--- src/rtl/rxlb_pkg.sv ---
package rxlb_pkg;
  typedef logic [7:0] byte_t;

  function automatic logic [7:0] eff_timeout(input logic [7:0] cfg);
    eff_timeout = (cfg == 8'd0) ? 8'd1 : cfg;
  endfunction
endpackage

--- src/rtl/rxlb_store.sv ---
module rxlb_store #(
  parameter int DEPTH = 384,
  localparam int PW = $clog2(DEPTH),
  localparam int CW = $clog2(DEPTH + 1)
) (
  input  logic            clk,
  input  logic            rst_n,
  input  logic            wr_en,
  input  rxlb_pkg::byte_t wr_data,
  input  logic            rd_en,
  output rxlb_pkg::byte_t rd_data,
  output logic [CW-1:0]   level,
  output logic            full,
  output logic            empty
);
  rxlb_pkg::byte_t mem [DEPTH];
  logic [PW-1:0] wp, rp;

  function automatic logic [PW-1:0] bump(input logic [PW-1:0] p);
    bump = (p == PW'(DEPTH - 1)) ? '0 : p + 1'b1;
  endfunction

  assign full    = (level == CW'(DEPTH));
  assign empty   = (level == '0);
  assign rd_data = mem[rp];

  logic do_wr, do_rd;
  assign do_wr = wr_en && !full;
  assign do_rd = rd_en && !empty;

  always_ff @(posedge clk) begin
    if (do_wr) mem[wp] <= wr_data;
  end

  always_ff @(posedge clk) begin
    if (!rst_n) begin
      wp    <= '0;
      rp    <= '0;
      level <= '0;
    end else begin
      if (do_wr) wp <= bump(wp);
      if (do_rd) rp <= bump(rp);
      case ({do_wr, do_rd})
        2'b10:   level <= level + 1'b1;
        2'b01:   level <= level - 1'b1;
        default: level <= level;
      endcase
    end
  end

  // a full buffer with no read stays full (rejected write adds nothing)
  a_r2_full_hold: assert property (@(posedge clk) disable iff (!rst_n)
    (full && !rd_en) |=> full);
  // occupancy never exceeds capacity
  a_r1_level_bound: assert property (@(posedge clk) disable iff (!rst_n)
    level <= CW'(DEPTH));
endmodule

--- src/rtl/rxlb_timer.sv ---
module rxlb_timer (
  input  logic       clk,
  input  logic       rst_n,
  input  logic       tick,
  input  logic       active,
  input  logic [7:0] cfg_ms,
  output logic       expire
);
  logic [7:0] cnt;
  logic [7:0] lim;
  logic [8:0] nxt;

  assign lim    = rxlb_pkg::eff_timeout(cfg_ms);
  assign nxt    = {1'b0, cnt} + 9'd1;
  assign expire = tick && active && (nxt >= {1'b0, lim});

  always_ff @(posedge clk) begin
    if (!rst_n)          cnt <= '0;
    else if (!active)    cnt <= '0;
    else if (expire)     cnt <= '0;
    else if (tick)       cnt <= nxt[7:0];
  end

  // an empty buffer leaves the timer at zero
  a_r7_idle_zero: assert property (@(posedge clk) disable iff (!rst_n)
    !active |=> (cnt == 8'd0));
  // without a tick the count does not move
  a_r5_hold_no_tick: assert property (@(posedge clk) disable iff (!rst_n)
    (active && !tick) |=> $stable(cnt) || !$past(active));
endmodule

--- src/rtl/rx_latency_buffer.sv ---
module rx_latency_buffer #(
  parameter int DEPTH  = 384,
  parameter int THRESH = 62,
  localparam int CW = $clog2(DEPTH + 1)
) (
  input  logic       clk,
  input  logic       rst_n,
  input  logic       in_valid,
  input  logic [7:0] in_data,
  output logic       in_ready,
  output logic       out_valid,
  output logic [7:0] out_data,
  input  logic       out_ready,
  input  logic       tick_1ms,
  input  logic [7:0] cfg_timeout_ms,
  input  logic       cfg_evt_en,
  input  logic [7:0] cfg_evt_byte,
  output logic       flush_req,
  output logic       ovf_flag
);
  logic [CW-1:0] level;
  logic full, empty, expire, pending, evt_hit;

  rxlb_store #(.DEPTH(DEPTH)) u_store (
    .clk(clk), .rst_n(rst_n),
    .wr_en(in_valid), .wr_data(in_data),
    .rd_en(out_ready), .rd_data(out_data),
    .level(level), .full(full), .empty(empty)
  );

  rxlb_timer u_timer (
    .clk(clk), .rst_n(rst_n), .tick(tick_1ms), .active(!empty),
    .cfg_ms(cfg_timeout_ms), .expire(expire)
  );

  assign in_ready  = !full;
  assign out_valid = !empty;
  assign evt_hit   = cfg_evt_en && in_valid && !full && (in_data == cfg_evt_byte);

  always_ff @(posedge clk) begin
    if (!rst_n) begin
      pending  <= 1'b0;
      ovf_flag <= 1'b0;
    end else begin
      if (expire || evt_hit) pending <= 1'b1;
      else if (empty)        pending <= 1'b0;
      if (in_valid && full)  ovf_flag <= 1'b1;
    end
  end

  assign flush_req = (level >= CW'(THRESH)) || (pending && !empty);

  // overflow flag never clears outside reset
  a_r3_ovf_sticky: assert property (@(posedge clk) disable iff (!rst_n)
    ovf_flag |=> ovf_flag);
  // no flush request with nothing to send
  a_r9_empty_quiet: assert property (@(posedge clk) disable iff (!rst_n)
    !out_valid |-> !flush_req);
  // threshold occupancy always requests a flush
  a_r4_thresh: assert property (@(posedge clk) disable iff (!rst_n)
    (level >= CW'(THRESH)) |-> flush_req);
endmodule

--- config.mk ---
export PLATFORM = sky130hd
export DESIGN_NAME = rx_latency_buffer
export DESIGN_NICKNAME = d
export VERILOG_FILES = /design/src/rtl/rxlb_pkg.sv /design/src/rtl/rxlb_store.sv /design/src/rtl/rxlb_timer.sv /design/src/rtl/rx_latency_buffer.sv
export SDC_FILE = /design/constraint.sdc
export NUM_CORES = 2
export LEC_CHECK = 0
export BUFFER_PORTS_ARGS = -buffer_cell sky130_fd_sc_hd__buf_2
export CAP_MARGIN = 0
export CORE_MARGIN = 2
export CORE_UTILIZATION = 48
export CTS_CLUSTER_DIAMETER = 200
export DETAILED_ROUTE_END_ITERATION = 7
export PLACE_DENSITY = 0.63
export RECOVER_POWER = 25
export SYNTH_ARGS = -nofsm -noshare
export SYNTH_HDL_FRONTEND = slang
export SYNTH_SLANG_ARGS = --single-unit
--- constraint.sdc ---
create_clock -name clk -period 6.5 [get_ports clk]
set_clock_uncertainty 0.15 [all_clocks]
set_input_delay 0.65 -clock clk [delete_from_list [all_inputs] [get_ports clk]]
set_output_delay 0.65 -clock clk [all_outputs]
set_load 0.01 [all_outputs]
* After elaboration in Yosys (flattened, before gate mapping)
Memories as Yosys holds them, arrays and structs flattened. A register that Yosys moved wholly into a read port is not among the register bits.
Index checks and enable logic that the tools add are counted.
** Word-level totals
- Bits in writable memories :: 3072
- Input bits :: 30
- Logic and storage cells :: 49
- Register bits after elaboration :: 37
- Output and inout bits :: 12
- Memories :: 1
** Cells by class
- Eq/ne operators :: 6
- Reduce and logical (&&, ||, !) cells :: 18
- Multiplexer cells :: 10
- Magnitude comparators :: 2
- $add $sub $neg :: 5
- Bitwise gates (word level) :: 1
** Memories
- u_store.mem :: depth 384, bits a word 8, rd ports 1, clocked after Yosys merged registers in 1, wr ports 1, RTL line rxlb_store.sv:16 : rxlb_pkg::byte_t mem [DEPTH];
** Operators with widths (number)
- $mux W9 :: 4
- $add A9 B1 Y9 const B :: 3
- $eq A9 B9 Y1 const B :: 3
- $pmux W9 S2 :: 1
- $add A8 B1 Y9 const B :: 1
- $ge A9 B6 Y1 const B :: 1
- $ge A9 B8 Y1 :: 1
- $logic_and A1 B1 Y1 :: 9
- $logic_not A9 Y1 :: 1
- $sub A9 B1 Y9 const B :: 1
- $eq A8 B8 Y1 :: 1
- $logic_not A8 Y1 :: 1
- $mux W8 :: 1
- $mux W1 :: 4
- $reduce_bool A2 Y1 :: 2
- $reduce_or A3 Y1 :: 1
- $eq A2 B1 Y1 const B :: 1
- $eq A2 B2 Y1 const B :: 1
- $logic_not A1 Y1 :: 2
- $logic_or A1 B1 Y1 :: 2
- $not A1 Y1 :: 1

* Logic depth before layout (Yosys ltp)
- Depth in word-level cells :: 6
- Mapped depth :: 13
- Depth with buffers taken out :: 13

* Hierarchy
From an unflattened synthesis, not the netlist that was laid out.
** Unflattened totals
- Cells, all modules :: 5902
- Area total of the unflattened synthesis :: 121885.6 um^2
** By module, submodules not included
- rxlb_store :: cells an instance 5790, instances 1, area an instance 120992.3 um^2, sequential area each 92969.2 um^2
- rxlb_timer :: cells an instance 87, instances 1, area an instance 701.9 um^2, sequential area each 160.2 um^2
- rx_latency_buffer :: cells an instance 25, instances 1, area an instance 191.4 um^2, sequential area each 40.0 um^2

* Worst setup path before layout
No wires, ideal clock.
- Path kind :: register to register
- From :: reg u_store.level[4]
- To :: reg u_store.level[8]
- Stages on the path, launching flop included :: 14
- Clock period less this slack :: 3.574 ns
- Setup time :: 0.072 ns
- Setup slack :: 2.926 ns
- Arrival :: 3.352 ns
- Data required time :: 6.278 ns
- Path through :: dfxtp_1 > nor4_1 > nand4_1 > and2_0 > inv_1 > ha_1 > ha_1 > a21o_1 > a21oi_1 > o21bai_1 > a2111oi_0 > nor3_1 > mux2i_1 > mux2i_1
** On the way
- Word-level cells in the longest chain between the ends :: 5
** Ends and longest elaborated chain
- start: declaration :: RTL line rxlb_store.sv:12 : output logic [CW-1:0] level,
- start signal: assignment :: RTL line rxlb_store.sv:44 : 2'b10: level <= level + 1'b1;
- start signal: assignment :: RTL line rxlb_store.sv:45 : 2'b01: level <= level - 1'b1;
- start signal: assignment :: RTL line rxlb_store.sv:46 : default: level <= level;
- $eq A9 B9 Y1 (*) :: RTL line rxlb_store.sv:23 : assign full = (level == CW'(DEPTH));
- $logic_not A1 Y1 (*)
- net in_ready :: RTL line rx_latency_buffer.sv:10 : output logic in_ready,
- $logic_and A1 B1 Y1 (*) :: RTL line rxlb_store.sv:28 : assign do_wr = wr_en && !full;
- $eq A2 B1 Y1 / $eq A2 B2 Y1 (equally long branches) :: RTL line rxlb_store.sv:43 : case ({do_wr, do_rd})
- $pmux W9 S2 / $reduce_bool A2 Y1 (equally long branches)
The timed path passes the listed nets; every way through them passes the cells marked *.
A chain may end at the register's enable or synchronous reset.

==> impl_metrics.xml <==
<?xml version="1.0" encoding="UTF-8"?>
<metrics>
  <group name="placement">
    <metric name="hpwl" unit="mm">177</metric>
    <metric name="port_buffers" unit="">41</metric>
    <metric name="post_place_setup_slack" unit="ns">1.05</metric>
    <metric name="globalplace.congestion" unit="">0.849</metric>
  </group>
  <group name="finish">
    <metric name="layout_common_cells" unit="">3072 x sky130_fd_sc_hd__edfxtp_1, 624 x sky130_fd_sc_hd__mux4_2, 434 x sky130_fd_sc_hd__nor2_1, 334 x sky130_fd_sc_hd__clkbuf_16, 326 x sky130_fd_sc_hd__mux2i_1</metric>
    <metric name="mostFrequentLayoutCell" unit="">sky130_fd_sc_hd__edfxtp_1</metric>
    <metric name="final_layout_size_suffix_gt1_share" unit="%">20.9</metric>
    <metric name="layout-area-overhead-vs-synth" unit="%">11.7</metric>
    <metric name="nNetsFinal" unit="">6169</metric>
  </group>
  <group name="synthesis">
    <metric name="synth_seq_area_share" unit="%">76.7</metric>
    <metric name="yosysWarningCount" unit="">0</metric>
    <metric name="syn_area_per_cell" unit="um^2">20.5</metric>
    <metric name="postSynth.topFlopCell" unit="">sky130_fd_sc_hd__edfxtp_1</metric>
    <metric name="synth.top_cells.by_area" unit="">sky130_fd_sc_hd__edfxtp_1 76%, sky130_fd_sc_hd__mux4_2 12%, sky130_fd_sc_hd__mux2i_1 2.7%</metric>
    <metric name="ys_async_rst_share" unit="%">0</metric>
    <metric name="yosys_register_bits" unit="">3118</metric>
    <metric name="count_of_flip_flops_with_a_built_in_enable_after_synthesis" unit="">3072</metric>
    <metric name="post_synth_inst_count" unit="">5935</metric>
    <metric name="synth.net_count" unit="">5988</metric>
    <metric name="yosysUniqueCellTypes" unit="">67</metric>
    <metric name="post_synth_instance_area" unit="mm^2">0.121</metric>
    <metric name="most_area_hungry_cell_type_in_the_yosys_netlist" unit="">sky130_fd_sc_hd__edfxtp_1</metric>
    <metric name="yosys.area.top_type_share" unit="%">76.0</metric>
  </group>
  <group name="timing">
    <metric name="report.final.slew_viol_count" unit="">1203</metric>
    <metric name="final_min_period_over_clock_period" unit="%">98.4</metric>
    <metric name="setup_tns_after_final_layout" unit="ns">0</metric>
    <metric name="final_setup_vio_count" unit="">0</metric>
    <metric name="setup_slack" unit="ns">0.104</metric>
    <metric name="holdWs" unit="ns">0.0963</metric>
    <metric name="grt_setup_unrepaired" unit="">no</metric>
    <metric name="post-route-min-period" unit="ns">6.40</metric>
    <metric name="final_hold_viol_count" unit="">0</metric>
    <metric name="tightest_slew" unit="ns">6.45</metric>
    <metric name="slew_headroom" unit="%">-330</metric>
    <metric name="fmax" unit="MHz">156</metric>
  </group>
  <group name="clock_tree">
    <metric name="post_cts_resized" unit="">0</metric>
    <metric name="cts_max_level" unit="">5</metric>
    <metric name="root_buffer" unit="">sky130_fd_sc_hd__clkbuf_16</metric>
    <metric name="number_of_buffers_created_by_cts" unit="">325</metric>
    <metric name="cts.path.max_buffers" unit="">4</metric>
    <metric name="clk_latency" unit="ns">0.93</metric>
    <metric name="cts_num_sinks" unit="">3118</metric>
    <metric name="clk_pin_slew" unit="ns">0.06</metric>
    <metric name="tritoncts" unit="">done</metric>
  </group>
  <group name="power_and_ir_drop">
    <metric name="power.density" unit="mW/mm^2">343</metric>
    <metric name="cellLeakagePower" unit="uW">0.0408</metric>
    <metric name="irDropWorstVdd" unit="uV">258</metric>
  </group>
  <group name="detailed_routing">
    <metric name="tritonroute_pass_1_iters" unit="">6</metric>
    <metric name="first_iter_violations" unit="">6995</metric>
    <metric name="detailroute.via_count" unit="">59500</metric>
    <metric name="drc_errors" unit="">0</metric>
    <metric name="ant_nets" unit="">0</metric>
    <metric name="detail_route.vias_per_cell" unit="">6.13</metric>
    <metric name="postRouteWirelength" unit="mm">294</metric>
    <metric name="routed_length_per_instance" unit="um">30.3</metric>
  </group>
  <group name="global_routing">
    <metric name="largest_net_degree_at_the_start_of_global_routing" unit="">186</metric>
    <metric name="antenna_found_initial" unit="">10</metric>
    <metric name="grt.overflow.total" unit="">0</metric>
    <metric name="globalRouteTotalUtil" unit="%">22.7</metric>
    <metric name="first_global_vias" unit="">60000</metric>
    <metric name="wire_length_of_the_first_global_routing_pass" unit="mm">426</metric>
  </group>
  <group name="floorplanning">
    <metric name="design.core.area" unit="mm^2">0.251</metric>
    <metric name="std_cell_rows" unit="">184</metric>
    <metric name="start_util" unit="%">48.3</metric>
    <metric name="die_h" unit="um">507</metric>
    <metric name="die_outline_area" unit="mm^2">0.257</metric>
    <metric name="die_width" unit="um">507</metric>
    <metric name="pin_count" unit="">42</metric>
  </group>
  <group name="setup_path">
    <metric name="crit_required" unit="ns">5.70</metric>
    <metric name="critical_path_class" unit="">flip-flop to output port</metric>
    <metric name="critPathArrivalTime" unit="ns">5.60</metric>
    <metric name="cp-end-kind" unit="">output port</metric>
    <metric name="setup.worst_path.start_class" unit="">flip-flop</metric>
    <metric name="timing.critical_path.max_delay_family" unit="">compound AO/OA/AOI/OAI gates</metric>
    <metric name="timing.critical_path.buf_inv" unit="">3</metric>
    <metric name="critical_path.max_fanout" unit="">105</metric>
    <metric name="critPathMaxStageDelay" unit="ns">1.00</metric>
    <metric name="worstPathCellList" unit="">buf_12, mux4_2, a22oi_1, nand3_1, o311a_1, o21ai_1, o311ai_1, buf_4, buf_2</metric>
    <metric name="critical-path-slowest-cell" unit="">sky130_fd_sc_hd__dfxtp_4</metric>
  </group>
  <group name="outcome">
    <metric name="status" unit="">finished, violations left</metric>
    <metric name="violated_checks" unit="">max-capacitance violations, max-slew violations</metric>
  </group>
  <group name="flow_run">
    <metric name="drv_cap" unit="">13</metric>
  </group>
  <group name="hold_path">
    <metric name="worst_hold_path_type" unit="">input port to flip-flop</metric>
  </group>
</metrics>
==> power breakdown <==
group | switching (uW) | total, uW | leakage [uW] | internal, uW
combinational | 3400 | 6320 | 0.00787 | 2930
clock | 7420 | 18000 | 0.00495 | 10500
sequential | 140 | 22300 | 0.0280 | 22100
==> what timing repair did <==
action	in CTS	in global routing
hold endpoints to repair	88	0
hold buffers	5	0
setup buffers	0	1
endpoints found under the setup margin	0	1
==> layer usage <==
metal / track usage (%) / vias up / wire [um]
li1: - / 24900 / -
met3: 3.48 / 516 / 21400
met1: 32.6 / 31500 / 122000
met5: 0 / - / 34
met2: 36.1 / 2487 / 141000
met4: 7.36 / 6 / 9710
==> metrics by stage <==
| stage | instances | power [uW] | utilization (%) | cell area (um^2) |
|---|---|---|---|---|
| 6_report | 9697 | 46600 | 54.0 | 136000 |
| 5_1_grt | 9694 | 48000 | 54.0 | 136000 |
| 4_1_cts | 9691 | 46900 | 54.0 | 136000 |
| 3_5_place_dp | 9131 | 29100 | 50.0 | 126000 |
| 3_3_place_gp | 9131 | 29000 | 50.0 | 126000 |
| 2_1_floorplan | 5935 | 27300 | - | 121000 |
==> logic make-up after synthesis <==
logic type	synth area share, %
simple gates	2.94
compound gates	3.65
flops	76.7
xor+xnor	0.274
fa+ha+maj	0.243
buf+inv	1.76
mux	14.4
==> flip-flops by register name (all words and copies together), names as in the netlist, named ones only <==
signal         flops
u_store.mem     3072
u_store.level      9
u_store.rp         9
u_store.wp         9
u_timer.cnt        8
ovf_flag           1
pending            1
==> cell usage after synthesis (all sizes together) (15+ instances only) <==
library cell and instances:
a2111oi 30, a211oi 58, a21oi 91, a221oi 32
a22o 48, a22oi 126, a31oi 15, and2 18
and3 31, buf 235, clkbuf 128, dfxtp 46
edfxtp 3072, ha 22, inv 16, mux2 18
mux2i 326, mux4 624, nand2 136, nand2b 22
nand3 45, nand4 19, nor2 437, nor2b 54
o211ai 35, o21ai 33, o221ai 39, o22ai 55
xnor2 15, xor2 23
==> layout make-up <==
| type | instances | area [um^2] |
|---|---|---|
| Antenna cell | 5 | 12.5 |
| Sequential cell | 3118 | 93200 |
| Inverter | 16 | 60.1 |
| Timing Repair Buffer | 217 | 1840 |
| Clock buffer | 401 | 8680 |
| Tap cell | 3348 | 4190 |
| Fill cell | 19000 | 116000 |
| Clock inverter | 154 | 1470 |
| Multi-Input combinational cell | 2438 | 26200 |
==> final timing paths <==
| check | startpoint | to | slack [ns] | cells after the start |
|---|---|---|---|---|
| worst max-delay path | flip-flop | out_data[4] | 0.10 | 9 |
| worst max register to register | u_store.level[1] | u_store.mem[315][4] | 1.80 | 7 |
| worst min-delay path | rst_n | ovf_flag | 0.1 | 2 |
| worst min register to register | ovf_flag | ovf_flag | 0.32 | 1 |
(Power assumes the default switching activity.)
